$ cat src/rtl/xs_pkg.sv
// Package: shared width, default seed and the fixed shift schedule of the
// triple-xorshift step. Assumes exactly three stages, applied in index order.
package xs_pkg;
    localparam int unsigned XS_W      = 16;
    localparam int unsigned XS_STAGES = 3;
    localparam logic [XS_W-1:0] XS_DEFAULT_SEED = 16'hACE1;
    // Shift amount and direction per stage (1 = left), in application order.
    localparam int unsigned XS_SHIFT [XS_STAGES] = '{7, 9, 13};
    localparam bit          XS_LEFT  [XS_STAGES] = '{1'b0, 1'b1, 1'b0};
endpackage

$ cat src/rtl/xs_stage.sv
// Module: one in-place xorshift, y = a ^ (a shifted by SHIFT).
// Assumes SHIFT < W; a left shift drops the bits moved above W-1.
module xs_stage #(
    parameter int unsigned W     = 16,
    parameter int unsigned SHIFT = 7,
    parameter bit          LEFT  = 1'b0
) (
    input  logic [W-1:0] a,
    output logic [W-1:0] y
);
    generate
        if (LEFT) begin : g_left
            // Combine with the left-shifted copy, truncated to W bits.
            assign y = a ^ (a << SHIFT);
        end else begin : g_right
            // Combine with the right-shifted copy.
            assign y = a ^ (a >> SHIFT);
        end
    endgenerate
endmodule

$ cat src/rtl/xs_next.sv
// Module: full next-state function; chains the package's stages in order.
// Assumes purely combinational use within one clock cycle.
module xs_next
    import xs_pkg::*;
#(
    parameter int unsigned W = XS_W
) (
    input  logic [W-1:0] cur_i,
    output logic [W-1:0] nxt_o
);
    logic [W-1:0] chain [XS_STAGES+1];

    assign chain[0] = cur_i;

    // Each stage feeds on the output of the one before it.
    for (genvar g = 0; g < XS_STAGES; g++) begin : g_stage
        xs_stage #(
            .W    (W),
            .SHIFT(XS_SHIFT[g]),
            .LEFT (XS_LEFT[g])
        ) u_stage (
            .a(chain[g]),
            .y(chain[g+1])
        );
    end

    assign nxt_o = chain[XS_STAGES];
endmodule

$ cat src/rtl/xs_seed_guard.sv
// Module: replaces a zero seed with a fixed nonzero constant.
// Assumes FALLBACK is nonzero; zero would lock the generator.
module xs_seed_guard #(
    parameter int unsigned   W        = 16,
    parameter logic [W-1:0]  FALLBACK = 16'hACE1
) (
    input  logic [W-1:0] seed_i,
    output logic [W-1:0] safe_o
);
    // Pass nonzero seeds through unchanged.
    always_comb safe_o = (seed_i == '0) ? FALLBACK : seed_i;
endmodule

$ cat src/rtl/xs_gen.sv
// Module: 16-bit triple-xorshift word generator with seed load and wrap flag.
// Assumes synchronous active-low reset. Load beats enable. The wrap flag
// compares each new word against the most recently loaded (guarded) seed.
module xs_gen
    import xs_pkg::*;
(
    input  logic            clk,
    input  logic            rst_n,
    input  logic            load_i,
    input  logic [XS_W-1:0] seed_i,
    input  logic            en_i,
    output logic [XS_W-1:0] word_o,
    output logic            wrap_o
);
    logic [XS_W-1:0] state_q, seed_q, nxt, safe_seed;
    logic            wrap_q;

    xs_next #(.W(XS_W)) u_next (
        .cur_i(state_q),
        .nxt_o(nxt)
    );

    xs_seed_guard #(.W(XS_W), .FALLBACK(XS_DEFAULT_SEED)) u_guard (
        .seed_i(seed_i),
        .safe_o(safe_seed)
    );

    // State, remembered seed and wrap pulse update.
    always_ff @(posedge clk) begin
        if (!rst_n) begin
            state_q <= XS_DEFAULT_SEED;
            seed_q  <= XS_DEFAULT_SEED;
            wrap_q  <= 1'b0;
        end else if (load_i) begin
            state_q <= safe_seed;
            seed_q  <= safe_seed;
            wrap_q  <= 1'b0;
        end else if (en_i) begin
            state_q <= nxt;
            wrap_q  <= (nxt == seed_q);
        end else begin
            wrap_q  <= 1'b0;
        end
    end

    assign word_o = state_q;
    assign wrap_o = wrap_q;

    // Idle cycles leave the word untouched.
    assert_hold_R3: assert property (@(posedge clk) disable iff (!rst_n)
        (!load_i && !en_i) |=> ($stable(word_o) && !wrap_o));

    // A nonzero seed appears on the word one cycle after load.
    assert_load_R4: assert property (@(posedge clk) disable iff (!rst_n)
        (load_i && seed_i != '0) |=> (word_o == $past(seed_i) && !wrap_o));

    // A zero seed is swapped for the default constant.
    assert_zero_seed_R5: assert property (@(posedge clk) disable iff (!rst_n)
        (load_i && seed_i == '0) |=> (word_o == XS_DEFAULT_SEED));

    // The wrap pulse only marks a return to the remembered seed.
    assert_wrap_match_R7: assert property (@(posedge clk) disable iff (!rst_n)
        wrap_o |-> (word_o == seed_q));

    // The wrap pulse lasts a single cycle.
    assert_wrap_single_R7: assert property (@(posedge clk) disable iff (!rst_n)
        wrap_o |=> !wrap_o);

    // The generator never falls into the zero state.
    assert_nonzero_R8: assert property (@(posedge clk) disable iff (!rst_n)
        word_o != '0);
endmodule

$ cat config.mk
export PLATFORM = sky130hd
export DESIGN_NAME = xs_gen
export DESIGN_NICKNAME = d
export VERILOG_FILES = /design/src/rtl/xs_pkg.sv /design/src/rtl/xs_stage.sv /design/src/rtl/xs_next.sv /design/src/rtl/xs_seed_guard.sv /design/src/rtl/xs_gen.sv
export SDC_FILE = /design/constraint.sdc
export NUM_CORES = 1
export LEC_CHECK = 0
export BUFFER_PORTS_ARGS = -buffer_cell sky130_fd_sc_hd__clkbuf_2
export CORE_ASPECT_RATIO = 1.1
export CORE_MARGIN = 3
export CORE_UTILIZATION = 55
export CTS_BUF_LIST = sky130_fd_sc_hd__clkbuf_8
export CTS_CLUSTER_DIAMETER = 120
export DETAILED_ROUTE_END_ITERATION = 10
export GPL_ROUTABILITY_DRIVEN = 0
export PLACE_DENSITY = 0.89
export SETUP_SLACK_MARGIN = 0.15
export SYNTH_ARGS = -nofsm -noshare
export SYNTH_HDL_FRONTEND = slang
export SYNTH_SLANG_ARGS = --single-unit
$ cat constraint.sdc
create_clock -name clk -period 2.02 [get_ports clk]
set_input_delay 0.303 -clock clk [delete_from_list [all_inputs] [get_ports clk]]
set_output_delay 0.303 -clock clk [all_outputs]
set_load 0.01 [all_outputs]
Word level (Yosys, flattened, before mapping)
Index checks and enable logic that the tools add are counted.
Storage, ports and cells
  bits in registers: 33
  logic and storage cells: 15
Operators by class
  eq/ne operators: 1
  multiplexer cells: 3
  bitwise logic cells: 5
  reductions and logical operators: 3
Operators by type and width (number)
  16-bit two-way mux: 3
  16-bit equality test: 1
  16-bit logical NOT: 1
  16-bit XOR: 1
  16-bit by 3-bit XOR with 16-bit output: 1
  16-bit by 9-bit XOR with 16-bit output: 1
  3-bit OR reduction: 1
  1-bit NOT: 2
  2-bit nonzero test: 1

Depth between registers and ports, before layout
Gate-level depths: netlist (run 1).
  depth after elaboration: 5
  depth in mapped cells: 6
  mapped depth without buffers: 5

By module
A second synthesis (run 1) with hierarchy kept.
Second synthesis, totals
  cells, all modules: 242
  area, all modules: 2155.8 µm²
Modules (own cells, without submodules)
  xs_gen: instances 1, cells an instance 162, area an instance 1520.2 µm², seq. area each 660.6 µm²
  xs_seed_guard: instances 1, cells an instance 32, area an instance 251.5 µm², seq. area each 0.0 µm²
  xs_stage (u_next.g_stage[0].u_stage): instances 1, cells an instance 16, area an instance 131.4 µm², seq. area each 0.0 µm²
  xs_stage (u_next.g_stage[1].u_stage): instances 1, cells an instance 16, area an instance 128.9 µm², seq. area each 0.0 µm²
  xs_stage (u_next.g_stage[2].u_stage): instances 1, cells an instance 16, area an instance 123.9 µm², seq. area each 0.0 µm²

Worst setup path before layout (run 1)
No wires, ideal clock.
  path type: flip-flop to flip-flop
  start point: register state_q[8] (netlist: word_o[8])
  end point: register wrap_q (netlist: wrap_o)
  library setup time: 0.088 ns
  data arrival time: 1.471 ns
  path slack: 0.461 ns
  stages on the path, launching flop included: 7
  period minus slack after synthesis: 1.559 ns
  path through: dfxtp_1 -> buf_4 -> xor2_1 -> nor3b_1 -> a311oi_2 -> nand4_1 -> nor4_2
On the way
  longest elaborated chain between the ends: 4
Ends and longest elaborated chain
  start: declaration: RTL line xs_gen.sv:15  | logic [XS_W-1:0] state_q, seed_q, nxt, safe_seed;
  start signal: assignment: RTL line xs_gen.sv:35  | state_q <= safe_seed;
  start signal: assignment: RTL line xs_gen.sv:39  | state_q <= nxt;
  16-bit by 9-bit XOR with 16-bit output: RTL line xs_stage.sv:17  | assign y = a ^ (a >> SHIFT);
  16-bit XOR: RTL line xs_stage.sv:14  | assign y = a ^ (a << SHIFT);
  16-bit by 3-bit XOR with 16-bit output: RTL line xs_stage.sv:17
  16-bit equality test: RTL line xs_gen.sv:40  | wrap_q <= (nxt == seed_q);
  end signal: assignment: RTL line xs_gen.sv:40
  end: declaration: RTL line xs_gen.sv:16  | logic wrap_q;
Every way passes these cells.
A chain may end at the register's enable or synchronous reset.

Worst setup path in the final report (run 1)
Ends and elaborated chain as after synthesis.

==> results of run 1 <==
[timing repair]
item / in CTS / in global routing
hold buffers: 0 / 0
setup buffers: 0 / 0
hold endpoints to repair: 0 / 0
gates resized for setup: 0 / 1
setup endpoints to repair: 0 / 1
[report_power, final]
group / switching [uW] / internal, uW
Sequential: 73.1 / 698
Combinational: 222 / 192
Clock: 239 / 397
Total: 534 / 1290
[Yosys cell counts, types with 2 or more instances]
library cell	n
xor2_2	2
o21ai_0	23
and4_1	2
a21boi_0	7
inv_1	2
o22ai_1	2
and2_1	6
nor2_1	25
buf_4	2
xor2_1	19
buf_2	2
xnor2_1	22
nor3_1	4
nand2b_1	2
dfxtp_1	33
clkbuf_1	11
a211oi_1	2
nand2_1	33
and3_1	2
a21oi_1	3
nor4_1	4
nor4_2	2
nor3b_1	2
[placed cells by master (no fill, tap or decap), drive strengths merged]
cell type / n
clkbuf: 42
nand2: 33
dfxtp: 33
nor2: 26
o21ai: 23
xnor2: 22
xor2: 21
a21boi: 7
and2: 6
nor4: 6
nor3: 4
inv: 3
a21oi: 3
buf: 3
o22ai: 2
nand2b: 2
a211oi: 2
and4: 2
nor3b: 2
and3: 2
mux2i: 1
nor2b: 1
a41o: 1
xor3: 1
a31oi: 1
a311oi: 1
o32ai: 1
nand4: 1
a32oi: 1
a221oi: 1
o211ai: 1
o31ai: 1
o221ai: 1
bufinv: 1
[critical path, stage by stage, from the launching register on]
cell and delay [ns]:
dfxtp_1 0.48, xor2_1 0.42, nor3b_1 0.12, a311oi_2 0.21, nand4_1 0.13, nor4_2 0.26
[cell type report]
class / count / share of cell area, %
Tap cell: 34 / 1.98
Timing Repair Buffer: 39 / 9.43
Sequential cell: 33 / 30.8
Multi-Input combinational cell: 176 / 52.0
Inverter: 2 / 0.349
Clock buffer: 6 / 3.84
Clock inverter: 2 / 1.57
[final timing paths]
kind | startpoint | end | slack, ns | depth (start not counted)
min | seed_i[0] | seed_q[0] | 0.29 | 3
min reg2reg | seed_q[12] | seed_q[12] | 0.49 | 2
max | word_o[8] | wrap_o | 0.31 | 5
max reg2reg | word_o[8] | wrap_o | 0.31 | 5
[stage by stage]
stage          worst slack, ns  power [uW]  cell area (um2)  hold WS, ns
4_1_cts                  0.309        1830             2150        0.276
3_5_place_dp             0.331        1190             2030        0.478
2_1_floorplan            0.461        1080             1860        0.441
6_report                 0.309        1820             2150        0.286
3_3_place_gp             0.407        1180             2030        0.470
5_1_grt                  0.188        1920             2150        0.285
[per-layer routing]
layer / vias to the layer above / track usage (%) / wire length (um)
met5: - / 0 / 0
met4: 0 / 6.37 / 51
met3: 5 / 5.81 / 245
met2: 46 / 40.6 / 2180
met1: 766 / 30.7 / 1920
li1: 826 / - / -
[sequential cells by signal, indices dropped and copies added (netlist names)]
register	count
seed_q	16
wrap_o	1
word_o	16
[logic make-up (layout without fill, tap and decap cells)]
kind of cell	count (synthesis)	after routing	share of synthesized area (%)
AO/OA/AOI/OAI	46	46	15.7
XOR/XNOR	44	44	22.4
buffers and inverters	18	49	4.18
flip-flops	33	33	35.6
multiplexers	1	1	0.539
AND/OR/NAND/NOR	85	85	21.6
==> metrics.txt, run 1 <==
footprint of the multi-input gates=1120 um2; synth unique cells=38; first-pass GRT wire length=7410 um; Placed Cells=284; Worst Tran Pin Value=0.439 ns; RSZ-0062 raised after global routing=no; non-filler cells, final=292; Setup crit start kind=flop; site row count=21; Critical Path Sink Type=flop; Post-Syn Instances=227; Yosys warnings=0; GR Util All Layers=24.3%; part of the cycle the worst path needs=84.7%; core footprint=3130 um2; post-synthesis cell area=1860 um2; P_leak=0.000898 uW; die height=66.9 um; Reg area=662 um2; Max IR drop VDD=0.599 mV; Final Skew=0.00417 ns; vias in the first global route=1571; CTS clock-pin slew for the worst setup and hold paths=0.07 ns; flops & latches, synth=33; Die X=61.4 um; Syn Nets=247; largest area contributor in the netlist=dfxtp_1; largest net degree at the start of global routing=34; final WL=4400 um; status=finished clean; area share of the largest cell type after synthesis=35.6%; clock latency on the worst-skew pair=0.29 ns; CP required=2.22 ns; drc violations=0; DRT iter0 DRCs=89; layout cells sized above 1=20.5%; worst-path fanout max=6; Slew Limit Fails=0; Layout fillers=254; area delta synth->final=15.8%; Worst EP arrival=1.91 ns; # Max-Cap Violations=0; GRT overflow=0; Ports=37; die area=4110 um2; fmax=585 MHz; Relative slew margins=70.6%; CTS tree=built; worst hold path type=in -> reg; wire length per cell=15.1 um; number of flops mapped to enable cells by yosys=0; DR vias=1643; average size of a mapped cell=8.18 um2; min cycle time layout=1.71 ns; Setup Viol. Count Final=0; hpwl dp=3190 um; clock root cell=clkbuf_8; initial core utilization=59.4%; total CTS buffers=5; fin nets=277; total number of H-tree levels=2; Top FF cell, synth=dfxtp_1; clock buffer depth=2; antenna diode count=0; post-layout util=68.7%; Power Density=847 nW/um2; Routed Antenna Nets=0; DR pass1 iterations=4; register area share after synthesis=35.6%; Final Hold Vio Count=0; routed vias/inst=5.63; Async S/R FF share, synth=0%; Sink Count=33; final setup TNS=0 ns; initial antenna violation count=0; Crit Path Class=reg -> reg; Port-buffer cells=36; top cells by area, synth=dfxtp_1 36%, xnor2_1 10%, xor2_1 9.0%
No activity file was read; power rests on OpenSTA's default activity.
==> run 2: changes to the inputs <==
Clock period 2.02 ns to 1.75 ns, I/O delays scaled along.
==> run 2 against run 1 <==
Net effect: power up 10%; clock skew decreased by 0.00078 ns; worst setup slack worse by 0.045 ns; die area stayed put; sequential share of layout area is 1.3 points lower; critical path depth is 1 lower; design area is 5.5% higher; non-clock buffer count increased by 9; clock power down 11%; count of clock-buffer cells in the layout stayed put; flip-flop and latch count stayed put.
==> metrics.txt, run 2 (same netlist as run 1, synthesis figures left out) <==
Die X=61.4 um; DR vias=1755; clock latency on the worst-skew pair=0.29 ns; crit path buf inv count=0; Setup Viol. Count Final=0; Worst Tran Pin Value=0.419 ns; die height=66.9 um; status=finished clean; Ports=37; Hold Slack=0.251 ns; total power=2010 uW; # Max-Cap Violations=0; largest net degree at the start of global routing=34; final setup TNS=0 ns; non-filler cells, final=300; final setup margin=0.264 ns; part of the cycle the worst path needs=84.9%; Worst EP arrival=1.69 ns; Routed Antenna Nets=0; hold endpoint=seed_q[9]; RR Startpoint=word_o[14]; GR Util All Layers=25.4%; Placed Cells=292; initial antenna violation count=0; CP required=1.95 ns; Final Skew=0.00339 ns; Port-buffer cells=36; Slew Limit Fails=0; initial core utilization=59.4%; Max IR drop VDD=0.709 mV; worst-case reg-to-reg path depth=4; fin nets=286; DR pass1 iterations=4; clock buffer depth=2; commonest non-fill, non-tap cell in the layout=clkbuf_2; fmax=673 MHz; CTS tree=built; antenna diode count=0; hpwl dp=3460 um; commonest non-fill, non-tap cells in the layout=36 x clkbuf_2, 33 x nand2_1, 28 x dfxtp_1; Relative slew margins=71.8%; RSZ-0062 raised after global routing=no; top cell family by delay on the critical path=XOR/XNOR gates; worst-path fanout max=3; Power Density=887 nW/um2; layout cells sized above 1=27.4%; final WL=4700 um; core footprint=3130 um2; total number of H-tree levels=2; Setup crit start kind=flop; vias in the first global route=1642; worst hold path type=in -> reg; total CTS buffers=5; wire length per cell=15.7 um; GRT overflow=0; Reg-to-Reg End=wrap_o; routed vias/inst=5.85; CP max stage cell=xor3_2; Min-Delay Startpoint=seed_i[9]; area delta synth->final=22.2%; clock root cell=clkbuf_8; drc violations=0; site row count=21; die area=4110 um2; P_leak=0.000955 uW; Final Hold Vio Count=0; CTS clock-pin slew for the worst setup and hold paths=0.06 ns; DRT iter0 DRCs=85; Cell Chain, Critical Path=xor3_2 -> o31ai_2 -> o221ai_1 -> nor4_2; CP max stage delay=0.48 ns; flop-to-flop setup slack=0.26 ns; Sink Count=33; min cycle time layout=1.49 ns; Crit Path Class=reg -> reg; pre-CTS WS=0.0799 ns; hold depth=3; Critical Path Sink Type=flop; first-pass GRT wire length=7590 um
[run 2: power breakdown]
group          switching, uW  leakage (uW)  internal (uW)  total (uW)
Combinational            286      0.000634            266         552
Clock                    262     0.0000485            306         568
Sequential              83.6      0.000273            808         891
Total                    632      0.000955           1380        2010
[run 2: tightest hold or removal path: cells and delay by family]
kind / cells / cell delay, ns
buffers and inverters: 1 / 0.10
and+or+nand+nor: 1 / 0.07
AOI/OAI and AO/OA: 1 / 0.07
[run 2: layer usage]
metal  share of wire [%]  global-route usage (%)  up-vias  wire [um]
li1                    -                       -      835          -
met2                  50                    40.7       66       2350
met3                 6.4                    7.75       17        300
met4                 3.5                    14.6        0        163
met1                  40                    29.0      837       1880
met5                   0                       0        -          0
[run 2: per-stage QoR]
step	util, %	instance area (um2)
finish	72.5	2270
global route	72.5	2270
CTS	69.7	2180
detailed placement	66.9	2090
global placement	66.9	2090
floorplan	-	1860
[run 2: cell type report]
cell class / count / area, um2
Timing Repair Buffer: 48 / 270
Sequential cell: 33 / 669
Inverter: 2 / 7.51
Tap cell: 34 / 42.5
Clock inverter: 1 / 3.75
Multi-Input combinational cell: 176 / 1190
Clock buffer: 6 / 82.6
Fill cell: 225 / 858
[run 2: worst max path at each step]
stage	start	endpoint	slack, ns	depth (start not counted)
5_1_grt	word_o[4]	wrap_o	0.14	5
2_1_floorplan	word_o[8]	wrap_o	0.19	6
6_report	word_o[14]	wrap_o	0.26	4
4_1_cts	word_o[5]	wrap_o	0.17	5
3_5_place_dp	word_o[13]	wrap_o	0.08	5
3_3_place_gp	word_o[5]	wrap_o	0.11	4
[run 2: repair_timing]
| action | CTS | global route |
|---|---|---|
| setup buffers | 0 | 1 |
| endpoints found under the hold margin | 0 | 0 |
| gates resized for setup | 2 | 14 |
| endpoints found under the setup margin | 2 | 2 |
| hold buffers | 0 | 0 |
| gates cloned | 0 | 0 |
| pin swaps | 1 | 2 |
==> run 3: changes to the inputs <==
Clock period 1.75 ns to 1.5 ns, I/O delays scaled along.
==> run 3 against run 2 <==
Net effect: critical endpoint unchanged; count of clock-buffer cells in the layout fell by 1; hold slack worse by 0.036 ns; the flow now finishes with violations (negative setup slack); maximum frequency down 5.6%; global-route usage rose by 1.7 points.
==> metrics.txt, run 3 (same netlist as run 1, synthesis figures left out) <==
status=finished, violations left; Relative slew margins=75.2%; DR vias=1821; Reg power frac=43.6%; Critical Path Sink Type=flop; min cycle time layout=1.57 ns; wire length per cell=17.2 um; Ports=37; Comb power frac=30.3%; Sink Count=33; vias in the first global route=1782; top cell family by delay on the critical path=simple AND/OR/NAND/NOR gates; antenna diode count=0; final WL=5330 um; Final Skew=0.00553 ns; DRT iter0 DRCs=108; total CTS buffers=5; NetSw=799 uW; Die X=61.4 um; commonest non-fill, non-tap cells in the layout=36 x clkbuf_2, 33 x nand2_1, 25 x nor2_1; Cell Chain, Critical Path=xnor2_2 -> xnor2_1 -> nor3_1 -> o221ai_2 -> nor4_2; GRT overflow=0; commonest non-fill, non-tap cell in the layout=clkbuf_2; worst-path fanout max=4; total power=2390 uW; die area=4110 um2; hpwl dp=3560 um; fmax=635 MHz; Worst EP arrival=1.77 ns; cts hold-fix bufs=0; non-filler cells, final=309; crit path buf inv count=0; clock buffer depth=2; P_leak=0.00101 uW; CP required=1.69 ns; DR pass1 iterations=4; Routed Antenna Nets=0; CP max stage cell=dfxtp_1; Setup crit start kind=flop; final setup margin=-0.0748 ns; area delta synth->final=29.2%; # Max-Cap Violations=0; initial antenna violation count=0; Setup Viol. Count Final=1; routed vias/inst=5.89; drc violations=0; clock latency on the worst-skew pair=0.28 ns; Worst Tran Pin Value=0.369 ns; switching share of total power=33.4%; clock root cell=clkbuf_8; CTS clock-pin slew for the worst setup and hold paths=0.07 ns; cell-internal power=1590 uW; largest net degree at the start of global routing=34; Clock Power Share=26.1%; initial core utilization=59.4%; Port-buffer cells=36; core footprint=3130 um2; Power Density=997 nW/um2; Max IR drop VDD=0.745 mV; failing checks=negative setup slack; part of the cycle the worst path needs=105%; first-pass GRT wire length=8180 um; layout cells sized above 1=32.7%; Placed Cells=296; die height=66.9 um; total number of H-tree levels=2; fin nets=294; CTS tree=built; CP max stage delay=0.37 ns; site row count=21; worst hold path type=in -> reg; Crit Path Class=reg -> reg; Slew Limit Fails=0; RSZ-0062 raised after global routing=yes; GR Util All Layers=27.1%; Final Hold Vio Count=0
[run 3: changes by cell type in the layout (fill, tap and decap cells not counted), sizes merged]
cell,delta
buf,+8
inv,+2
clkbuf,-1
[run 3: layout make-up]
type,count,area [um2]
Multi-Input combinational cell,176,1250
Fill cell,216,727
Sequential cell,33,687
Timing Repair Buffer,56,334
Clock buffer,5,68.8
Tap cell,34,42.5
Clock inverter,3,11.3
Inverter,2,7.51
[run 3: power by group through the flow]
stage	clock network [uW]	registers [uW]	logic, uW
CTS	627	1040	657
detailed placement	0	1060	622
global placement	0	1050	609
floorplan	0	1050	450
finish	625	1040	725
global route	662	1050	791
[run 3: path summary, 6_finish.rpt]
kind / from / slack, ns / cells after the start / endpoint
worst max register to register: word_o[2] / -0.07 / 5 / wrap_o
worst max-delay path: word_o[2] / -0.07 / 5 / wrap_o
worst min register to register: seed_q[2] / 0.49 / 2 / seed_q[2]
worst min-delay path: seed_i[0] / 0.21 / 3 / seed_q[0]
[run 3: per-layer routing]
layer  up-vias  GRT usage [%]  part of all wire, %
met1       859           32.6                   39
met2        89           46.0                   51
met4         0           12.5                  4.2
met3        21           4.26                  6.3
met5         -              0                    0
li1        852              -                    -
[run 3: tightest hold or removal path: stages]
cell      delay [ns]
clkbuf_2        0.11
o22ai_1         0.08
nand2_1         0.06
[run 3: timing repair]
| item | in CTS | in global routing |
|---|---|---|
| resized for setup | 9 | 8 |
| buffers inserted | 2 | 3 |
| pin swaps | 10 | 9 |
| endpoints found under the setup margin | 4 | 5 |
| cloned | 0 | 0 |
[run 3: stage by stage]
stage	worst slack [ns]	TNS (ns)	util (%)	hold slack, ns	area [um2]
after floorplan	0.0912	0	-	0.363	1950
after global placement	0.0620	0	70.2	0.470	2200
after detailed placement	-0.00959	-0.00959	70.2	0.482	2200
after CTS	0.00502	0	74.6	0.200	2330
after global routing	-0.128	-0.249	76.8	0.233	2400
final	-0.0748	-0.0748	76.8	0.215	2400
